## config.mk

```make
export PLATFORM = sky130hd
export DESIGN_NAME = ctrl_glitch_filter
export DESIGN_NICKNAME = d
export VERILOG_FILES = /design/src/rtl/cgf_pkg.sv /design/src/rtl/cgf_window.sv /design/src/rtl/cgf_chan.sv /design/src/rtl/ctrl_glitch_filter.sv
export SDC_FILE = /design/constraint.sdc
export NUM_CORES = 1
export LEC_CHECK = 0
export CAP_MARGIN = 20
export CORE_MARGIN = 2
export CORE_UTILIZATION = 45
export DETAILED_ROUTE_END_ITERATION = 8
export PLACE_DENSITY = 0.68
export SYNTH_ARGS = -nofsm -noshare
export SYNTH_HDL_FRONTEND = slang
export SYNTH_SLANG_ARGS = --single-unit
```

## constraint.sdc

```tcl
create_clock -name clk -period 3.1 [get_ports clk]
set_input_delay 0.62 -clock clk [delete_from_list [all_inputs] [get_ports clk]]
set_output_delay 0.62 -clock clk [all_outputs]
set_load 0.005 [all_outputs]
```

## src/rtl/cgf_pkg.sv

```systemverilog
package cgf_pkg;

    typedef enum logic [1:0] {
        MODE_BYPASS = 2'b00,
        MODE_PLAIN  = 2'b01,
        MODE_FILT   = 2'b10
    } cgf_mode_e;

    function automatic int cgf_max(input int a, input int b);
        return (a > b) ? a : b;
    endfunction

endpackage

```

## src/rtl/cgf_window.sv

```systemverilog
module cgf_window #(
    parameter int WIN   = 130,
    parameter int SLOTS = 2
) (
    input  logic clk,
    input  logic rst,
    input  logic clr_i,
    input  logic take_i,
    output logic free_o
);
    localparam int AW = $clog2(WIN + 1);
    localparam logic [AW-1:0] FULL = AW'(WIN);

    logic [AW-1:0] age_d [SLOTS];
    logic [AW-1:0] age_q [SLOTS];

    always_comb begin
        free_o = 1'b0;
        for (int k = 0; k < SLOTS; k++) begin
            if (age_q[k] >= FULL) free_o = 1'b1;
        end
    end

    always_comb begin
        logic hit;
        hit = 1'b0;
        for (int k = 0; k < SLOTS; k++) begin
            age_d[k] = (age_q[k] >= FULL) ? FULL : age_q[k] + 1'b1;
            if (clr_i) begin
                age_d[k] = FULL;
            end else if (take_i && !hit && (age_q[k] >= FULL)) begin
                age_d[k] = AW'(1);
                hit      = 1'b1;
            end
        end
    end

    always_ff @(posedge clk) begin
        for (int k = 0; k < SLOTS; k++) begin
            if (rst) age_q[k] <= FULL;
            else     age_q[k] <= age_d[k];
        end
    end

endmodule

```

## src/rtl/cgf_chan.sv

```systemverilog
module cgf_chan
    import cgf_pkg::*;
#(
    parameter int WIN        = 130,
    parameter int EDGES      = 2,
    parameter int MINW_FILT  = 3,
    parameter int MINW_PLAIN = 1
) (
    input  logic      clk,
    input  logic      rst,
    input  cgf_mode_e mode_i,
    input  logic      raw_i,
    input  logic      smp_i,
    output logic      out_o
);
    localparam int CW = $clog2(cgf_max(MINW_FILT, MINW_PLAIN) + 1);
    localparam logic [CW-1:0] NEED_F = CW'(MINW_FILT);
    localparam logic [CW-1:0] NEED_P = CW'(MINW_PLAIN);

    typedef struct packed {
        logic [CW-1:0] cnt;
        logic          lvl;
    } st_t;

    st_t           st_d, st_q;
    logic          take, win_free;
    logic [CW-1:0] need, inc;

    always_comb begin
        st_d = st_q;
        take = 1'b0;
        need = (mode_i == MODE_FILT) ? NEED_F : NEED_P;
        inc  = st_q.cnt + 1'b1;
        if (mode_i == MODE_BYPASS) begin
            st_d.lvl = raw_i;
            st_d.cnt = '0;
        end else if (smp_i == st_q.lvl) begin
            st_d.cnt = '0;
        end else if (inc >= need) begin
            st_d.cnt = '0;
            if (win_free) begin
                st_d.lvl = smp_i;
                take     = 1'b1;
            end
        end else begin
            st_d.cnt = inc;
        end
    end

    cgf_window #(
        .WIN   (WIN),
        .SLOTS (EDGES)
    ) u_win (
        .clk    (clk),
        .rst    (rst),
        .clr_i  (mode_i == MODE_BYPASS),
        .take_i (take),
        .free_o (win_free)
    );

    always_ff @(posedge clk) begin
        if (rst) st_q <= '0;
        else     st_q <= st_d;
    end

    assign out_o = st_q.lvl;

endmodule

```

## src/rtl/ctrl_glitch_filter.sv

```systemverilog
module ctrl_glitch_filter
    import cgf_pkg::*;
#(
    parameter int WIN_LEN    = 130,
    parameter int FAST_CH    = 2,
    parameter int SLOW_CH    = 1,
    parameter int FAST_EDGES = 2,
    parameter int SLOW_EDGES = 1,
    parameter int FAST_MINW  = 3,
    parameter int SLOW_MINW  = 130
) (
    input  logic                       clk,
    input  logic                       rst,
    input  logic                       norm_mode_i,
    input  logic                       filt_en_i,
    input  logic [FAST_CH+SLOW_CH-1:0] ctl_i,
    output logic [FAST_CH+SLOW_CH-1:0] ctl_o
);
    localparam int NCH = FAST_CH + SLOW_CH;

    logic [NCH-1:0] smp_d, smp_q;
    cgf_mode_e      mode;

    always_comb begin
        smp_d = ctl_i;
        if (!norm_mode_i)   mode = MODE_BYPASS;
        else if (filt_en_i) mode = MODE_FILT;
        else                mode = MODE_PLAIN;
    end

    always_ff @(posedge clk) begin
        if (rst) smp_q <= '0;
        else     smp_q <= smp_d;
    end

    for (genvar c = 0; c < NCH; c++) begin : g_ch
        if (c < FAST_CH) begin : g_fast
            cgf_chan #(
                .WIN        (WIN_LEN),
                .EDGES      (FAST_EDGES),
                .MINW_FILT  (FAST_MINW),
                .MINW_PLAIN (1)
            ) u_ch (
                .clk    (clk),
                .rst    (rst),
                .mode_i (mode),
                .raw_i  (ctl_i[c]),
                .smp_i  (smp_q[c]),
                .out_o  (ctl_o[c])
            );
        end else begin : g_slow
            cgf_chan #(
                .WIN        (WIN_LEN),
                .EDGES      (SLOW_EDGES),
                .MINW_FILT  (SLOW_MINW),
                .MINW_PLAIN (SLOW_MINW)
            ) u_ch (
                .clk    (clk),
                .rst    (rst),
                .mode_i (mode),
                .raw_i  (ctl_i[c]),
                .smp_i  (smp_q[c]),
                .out_o  (ctl_o[c])
            );
        end
    end

endmodule

```

Word-level counts from Yosys, hierarchy flattened
Memory sizes are Yosys's and may differ from the RTL's.
Index checks and enable logic that the tools add are counted.
- register bits after elaboration: 18
- bits in latches: 0
- RAM bits: 40
- ROM bits: 0
- input bits: 7
- output and inout bits: 3
- word-level logic and storage cells: 120
- memories: 3
- $add $sub $neg: 8
- multipliers: 0
- divide/modulo/power cells: 0
- magnitude comparators: 8
- equal/unequal tests: 7
- shift operators: 0
- multiplexer cells: 60
- bitwise logic cells: 4
- reductions and logical operators: 23
- memories (memory ; words ; width ; read ports ; clocked after Yosys merged registers in ; write ports ; line ; RTL):
    g_ch[0].g_fast.u_ch.u_win.age_q ; 2 ; 8 ; 2 ; 0 ; 2 ; cgf_window.sv:15 ; logic [AW-1:0] age_q [SLOTS];
    g_ch[1].g_fast.u_ch.u_win.age_q ; 2 ; 8 ; 2 ; 0 ; 2 ; cgf_window.sv:15 ;
    g_ch[2].g_slow.u_ch.u_win.age_q ; 1 ; 8 ; 1 ; 0 ; 1 ; cgf_window.sv:15 ;
- operators with widths (kind ; count):
    $mux 8 ; 20
    $add 8x1->8 const B ; 6
    $ge 8x8->1 const B ; 6
    $mux 1 ; 37
    $reduce_bool 2->1 ; 6
    $reduce_or 4->1 ; 3
    $reduce_and 3->1 ; 3
    $reduce_or 8->1 ; 1
    $logic_and 1x1->1 ; 7
    $mux 2 ; 3
    $ne 2x2->1 const B ; 3
    $add 2x1->2 const B ; 2
    $ge 2x2->1 ; 2
    $or 1x1->1 ; 4
    $eq 1x1->1 ; 3
    $eq 2x2->1 const B ; 1
    $logic_not 1->1 ; 2
    $logic_not 2->1 ; 1

Depth between registers and ports, before layout
- depth in word-level cells: 17
- depth in mapped cells: 7
- mapped depth without buffers: 7

Modules after synthesis
From an unflattened synthesis, not the netlist that was laid out.
- cells, all modules: 295
- area total of the unflattened synthesis: 2855.2 sq um
- modules (own cells, without submodules) (module ; times used ; cells an instance ; area an instance (sq um) ; sequential area each (sq um)):
    cgf_window (g_ch[0].g_fast.u_ch.u_win ...) ; 2 ; 78 ; 755.7 ; 320.3
    cgf_chan (g_ch[2].g_slow.u_ch) ; 1 ; 51 ; 509.2 ; 180.2
    cgf_window (g_ch[2].g_slow.u_ch.u_win) ; 1 ; 42 ; 401.6 ; 160.2
    cgf_chan (g_ch[0].g_fast.u_ch ...) ; 2 ; 19 ; 168.9 ; 60.1
    ctrl_glitch_filter ; 1 ; 8 ; 95.1 ; 60.1

Worst setup path after synthesis
OpenSTA, ideal clock, no wires.
- path kind: reg2reg
- start point: register g_ch[2].g_slow.u_ch.st_q[1] in the netlist's numbering
- end point: register g_ch[2].g_slow.u_ch.st_q (netlist bit g_ch[2].g_slow.u_ch.out_o)
- library setup time: 0.088 ns
- arrival time: 1.876 ns
- data required time: 3.012 ns
- setup slack: 1.135 ns
- cell stages (with the launch flop): 8
- path buffers: 0
- period minus slack after synthesis: 1.965 ns
- path through: dfxtp_1 ha_1 and2_1 a21oi_1 o32a_1 o41ai_4 o21ai_1 a311oi_2
- word-level cells in the longest chain between the ends: 4
- RTL lines (item ; line ; RTL):
    from (decl) ; cgf_chan.sv:25 ; st_t st_d, st_q;
    from (signal assigned) ; cgf_chan.sv:63 ; else st_q <= st_d;
    $add 8x1->8 ; cgf_chan.sv:33 ; inc = st_q.cnt + 1'b1;
    $ge 8x8->1 ; cgf_chan.sv:39 ; end else if (inc >= need) begin
    $reduce_bool 2->1 (no line) ; -- ;
    $reduce_and 3->1 (no line) ; -- ;
No other way between the ends.
A chain may end at the register's enable or synchronous reset.

Worst setup path after layout
- start point: register g_ch[2].g_slow.u_ch.st_q[1] in the netlist's numbering
- end point: register g_ch[2].g_slow.u_ch.st_q[3] in the netlist's numbering
- word-level cells in the longest chain between the ends: 3
- RTL lines (item ; line):
    $add 8x1->8 * ; cgf_chan.sv:33
    $ge 8x8->1 ; cgf_chan.sv:39
    $reduce_or 4->1 (no line) ; --
Every way passes the cells marked *; elsewhere a longest branch is shown, timed or not.

==> results.json <==
{
  "worstMarginPinSlew_ns": 0.5151,
  "p_switching_uw": 330.0,
  "grt_pass1_wl_mm": 7.714,
  "diodes": 0,
  "fin_crit_ns": 2.188,
  "antenna_found_initial": 0,
  "power_frac_comb": 0.052,
  "max_cap_violations": 0,
  "endpoint_kind": "register",
  "cts.sinks": 58,
  "p_seq_frac": 0.499,
  "timing_hold_violations_final": 0,
  "syn_area_per_cell_um2": 9.360,
  "fp.dieArea_um2": 6516,
  "holdBufCountCts": 0,
  "hpwl_mm": 3.030,
  "cp.required_ns": 3.36,
  "vias_per_cell": 5.045,
  "grt_max_degree": 11,
  "start_util": 0.4723,
  "yosys.area.top_type_share": 0.4384,
  "h-tree-depth": 3,
  "ys_ff_latch": 58,
  "async_flop_share": 0,
  "synth_ff_type": "dfxtp_1",
  "post_cts_buffers": 0,
  "gp_congestion": 0.7612,
  "pwr_density_cell_nw_per_um2": 512.8,
  "clk_pin_slew_ns": 0.06,
  "run_status": "finished, final reports clean",
  "finalClockSkew_ns": 0.007823,
  "hold_class": "register to register",
  "ioPinCount": 10,
  "synth_area_um2": 2649,
  "ir_drop_mv": 0.2314,
  "swShare": 0.2139,
  "globalRouteOverflowTotal": 0,
  "cp.arrival_ns": 2.45,
  "cpPeakStageDelay_ns": 0.42,
  "slew_headroom": 0.6528,
  "slowest_stage": "dfxtp_1",
  "rows": 27,
  "area_growth_pct": 13.56,
  "remaining_drc_errors": 0,
  "post_cts_resized": 0,
  "critPathMaxFanout": 8,
  "ys_types": 39,
  "synth.largest_area_cell": "dfxtp_1",
  "die_w_um": 80.72,
  "design.core.area_um2": 5608,
  "routedWlPerCell_um": 11.41,
  "synth_edf_count": 0,
  "min_period_over_period": 0.7057,
  "grt_use_total": 0.1534,
  "netlist_instances": 283,
  "firstDrtPassIters": 4,
  "crit_type": "register to register",
  "port_buffers": 9,
  "cts_tree": "built",
  "finalWirelength_mm": 4.291,
  "root_buffer": "clkbuf_8",
  "slew_violations": 0,
  "cp.buffers_inverters": 0,
  "synth_warnings": 0,
  "pre_cts_slack_ns": 0.5849,
  "grt_pass1_vias": 1791,
  "synth_area_leaders": "dfxtp_1, xor2_1, nor2_1",
  "cts_buffers": 9,
  "start_kind": "register",
  "ant_nets": 0,
  "worstPathCellList": "ha_1 > and2_1 > a21oi_1 > o32a_1 > o41ai_4 > nand3_2 > nor2_1",
  "synth_seq_area_share": 0.4384,
  "clk_path_buf_depth": 2,
  "tns_ns": 0,
  "syn_nets": 302,
  "intPower_mw": 1.213,
  "fmax_mhz": 457.1,
  "crit_family": "compound AO/OA/AOI/OAI gates",
  "drive_above_1_share": 0.08224,
  "rsz0062_at_grt": "false",
  "clkPwrFrac": 0.449,
  "setup_viol": 0,
  "clk_latency_ns": 0.33,
  "drtIter0Drc": 59,
  "die_h_um": 80.72,
  "leakagePower_nw": 1.085,
  "worst_slack_ns": 0.9123,
  "vias": 1897,
  "nets": 318
}
-- flip-flops by register name, indices dropped and copies added, names as in the netlist --
signal	flops
g_ch.g_fast.u_ch.st_q	4
g_ch.g_fast.u_ch.out_o	2
g_ch.g_fast.u_ch.u_win.age_q	32
g_ch.g_slow.u_ch.out_o	1
g_ch.g_slow.u_ch.u_win.age_q	8
g_ch.g_slow.u_ch.st_q	8
smp_q	3
-- synthesized netlist by cell type, types with 2 or more instances --
cell type  number
a21oi_1         8
or4_1           4
clkbuf_1        3
nand2_1        18
nor3b_1         3
a31oi_1         2
o21ai_0        10
a211o_1         2
o41ai_4         3
ha_1           12
nand3_2         2
xnor2_1        13
nor2_1         46
nor4b_1         2
buf_4           3
nand3_1        20
dfxtp_1        58
nor4_1          4
and3_1          5
and2_1          7
xor2_1         21
nor2b_1         9
inv_1           9
mux2i_1         3
a211oi_1        2
-- worst paths after layout --
path | from | to | slack, ns | depth (start not counted)
setup / recovery | g_ch[2].g_slow.u_ch.st_q[1] | g_ch[2].g_slow.u_ch.st_q[3] | 0.91 | 7
setup reg to reg | g_ch[2].g_slow.u_ch.st_q[1] | g_ch[2].g_slow.u_ch.st_q[3] | 0.91 | 7
hold reg to reg | g_ch[1].g_fast.u_ch.st_q[1] | g_ch[1].g_fast.u_ch.st_q[1] | 0.44 | 1
hold / removal | g_ch[1].g_fast.u_ch.st_q[1] | g_ch[1].g_fast.u_ch.st_q[1] | 0.44 | 1
-- area by class of cell --
cell class              count  area (um2)
clock inverters             2       35.03
repair buffers             11       105.1
clock buffers              14       162.7
multi-input cells         210        1420
fillers                   547        2600
well taps                  72       90.09
flip-flops and latches     58        1161
inverters                   9       33.78
-- through the flow --
stage	instance area, um2	cells	power [mW]	utilization	hold slack (ns)
finish	3008	376	1.543	0.5364	0.4391
global route	3008	376	1.610	0.5364	0.4757
CTS	3008	376	1.568	0.5364	0.4460
detailed placement	2810	360	0.8658	0.5011	0.4364
global placement	2810	360	0.8645	0.5011	0.4271
floorplan	2649	283	0.8408	-	0.4136
-- kinds of logic after synthesis --
group / synth area share
buf+inv: 0.02551
xor+xnor: 0.1186
mux: 0.01134
compound gates: 0.1091
flops: 0.4384
fa+ha+maj: 0.05668
simple gates: 0.2404
-- cells in the final DEF, fill, tap and decap left out, types with 3 or more instances in the layout --
cell type	Yosys	routed
nand2_1	18	18
or4_1	4	4
nor2b_1	9	9
o41ai_4	3	3
a21oi_1	8	8
nand3_1	20	20
clkbuf_1	3	3
nor3b_1	3	3
inv_1	9	9
clkdlybuf4s50_1	0	9
and2_1	7	7
o21ai_0	10	10
xnor2_1	13	13
nor2_1	46	46
ha_1	12	12
mux2i_1	3	3
xor2_1	21	21
dfxtp_1	58	58
and3_1	5	5
clkbuf_8	0	11
nor4_1	4	4
-- worst register-to-register path: cells and delay by family, from the launching register on --
kind | cells | cell delay [ns]
compound gates | 3 | 0.82
fa+ha+maj | 1 | 0.27
flops | 1 | 0.42
simple gates | 3 | 0.62
-- power groups by stage --
stage	Clock [mW]	Combinational [mW]	Sequential [mW]
global route	0.748	0.0908	0.771
detailed placement	0	0.0796	0.786
CTS	0.718	0.0808	0.770
global placement	0	0.0789	0.786
finish	0.693	0.0796	0.770
floorplan	0	0.0578	0.783
-- layer usage --
| layer | track usage | routed length [um] |
|---|---|---|
| met5 | 0 | 0 |
| met2 | 0.2242 | 1823 |
| met3 | 0.05730 | 157 |
| met4 | 0.07627 | 68 |
| met1 | 0.1985 | 2242 |
No activity file was read; power rests on OpenSTA's default activity.
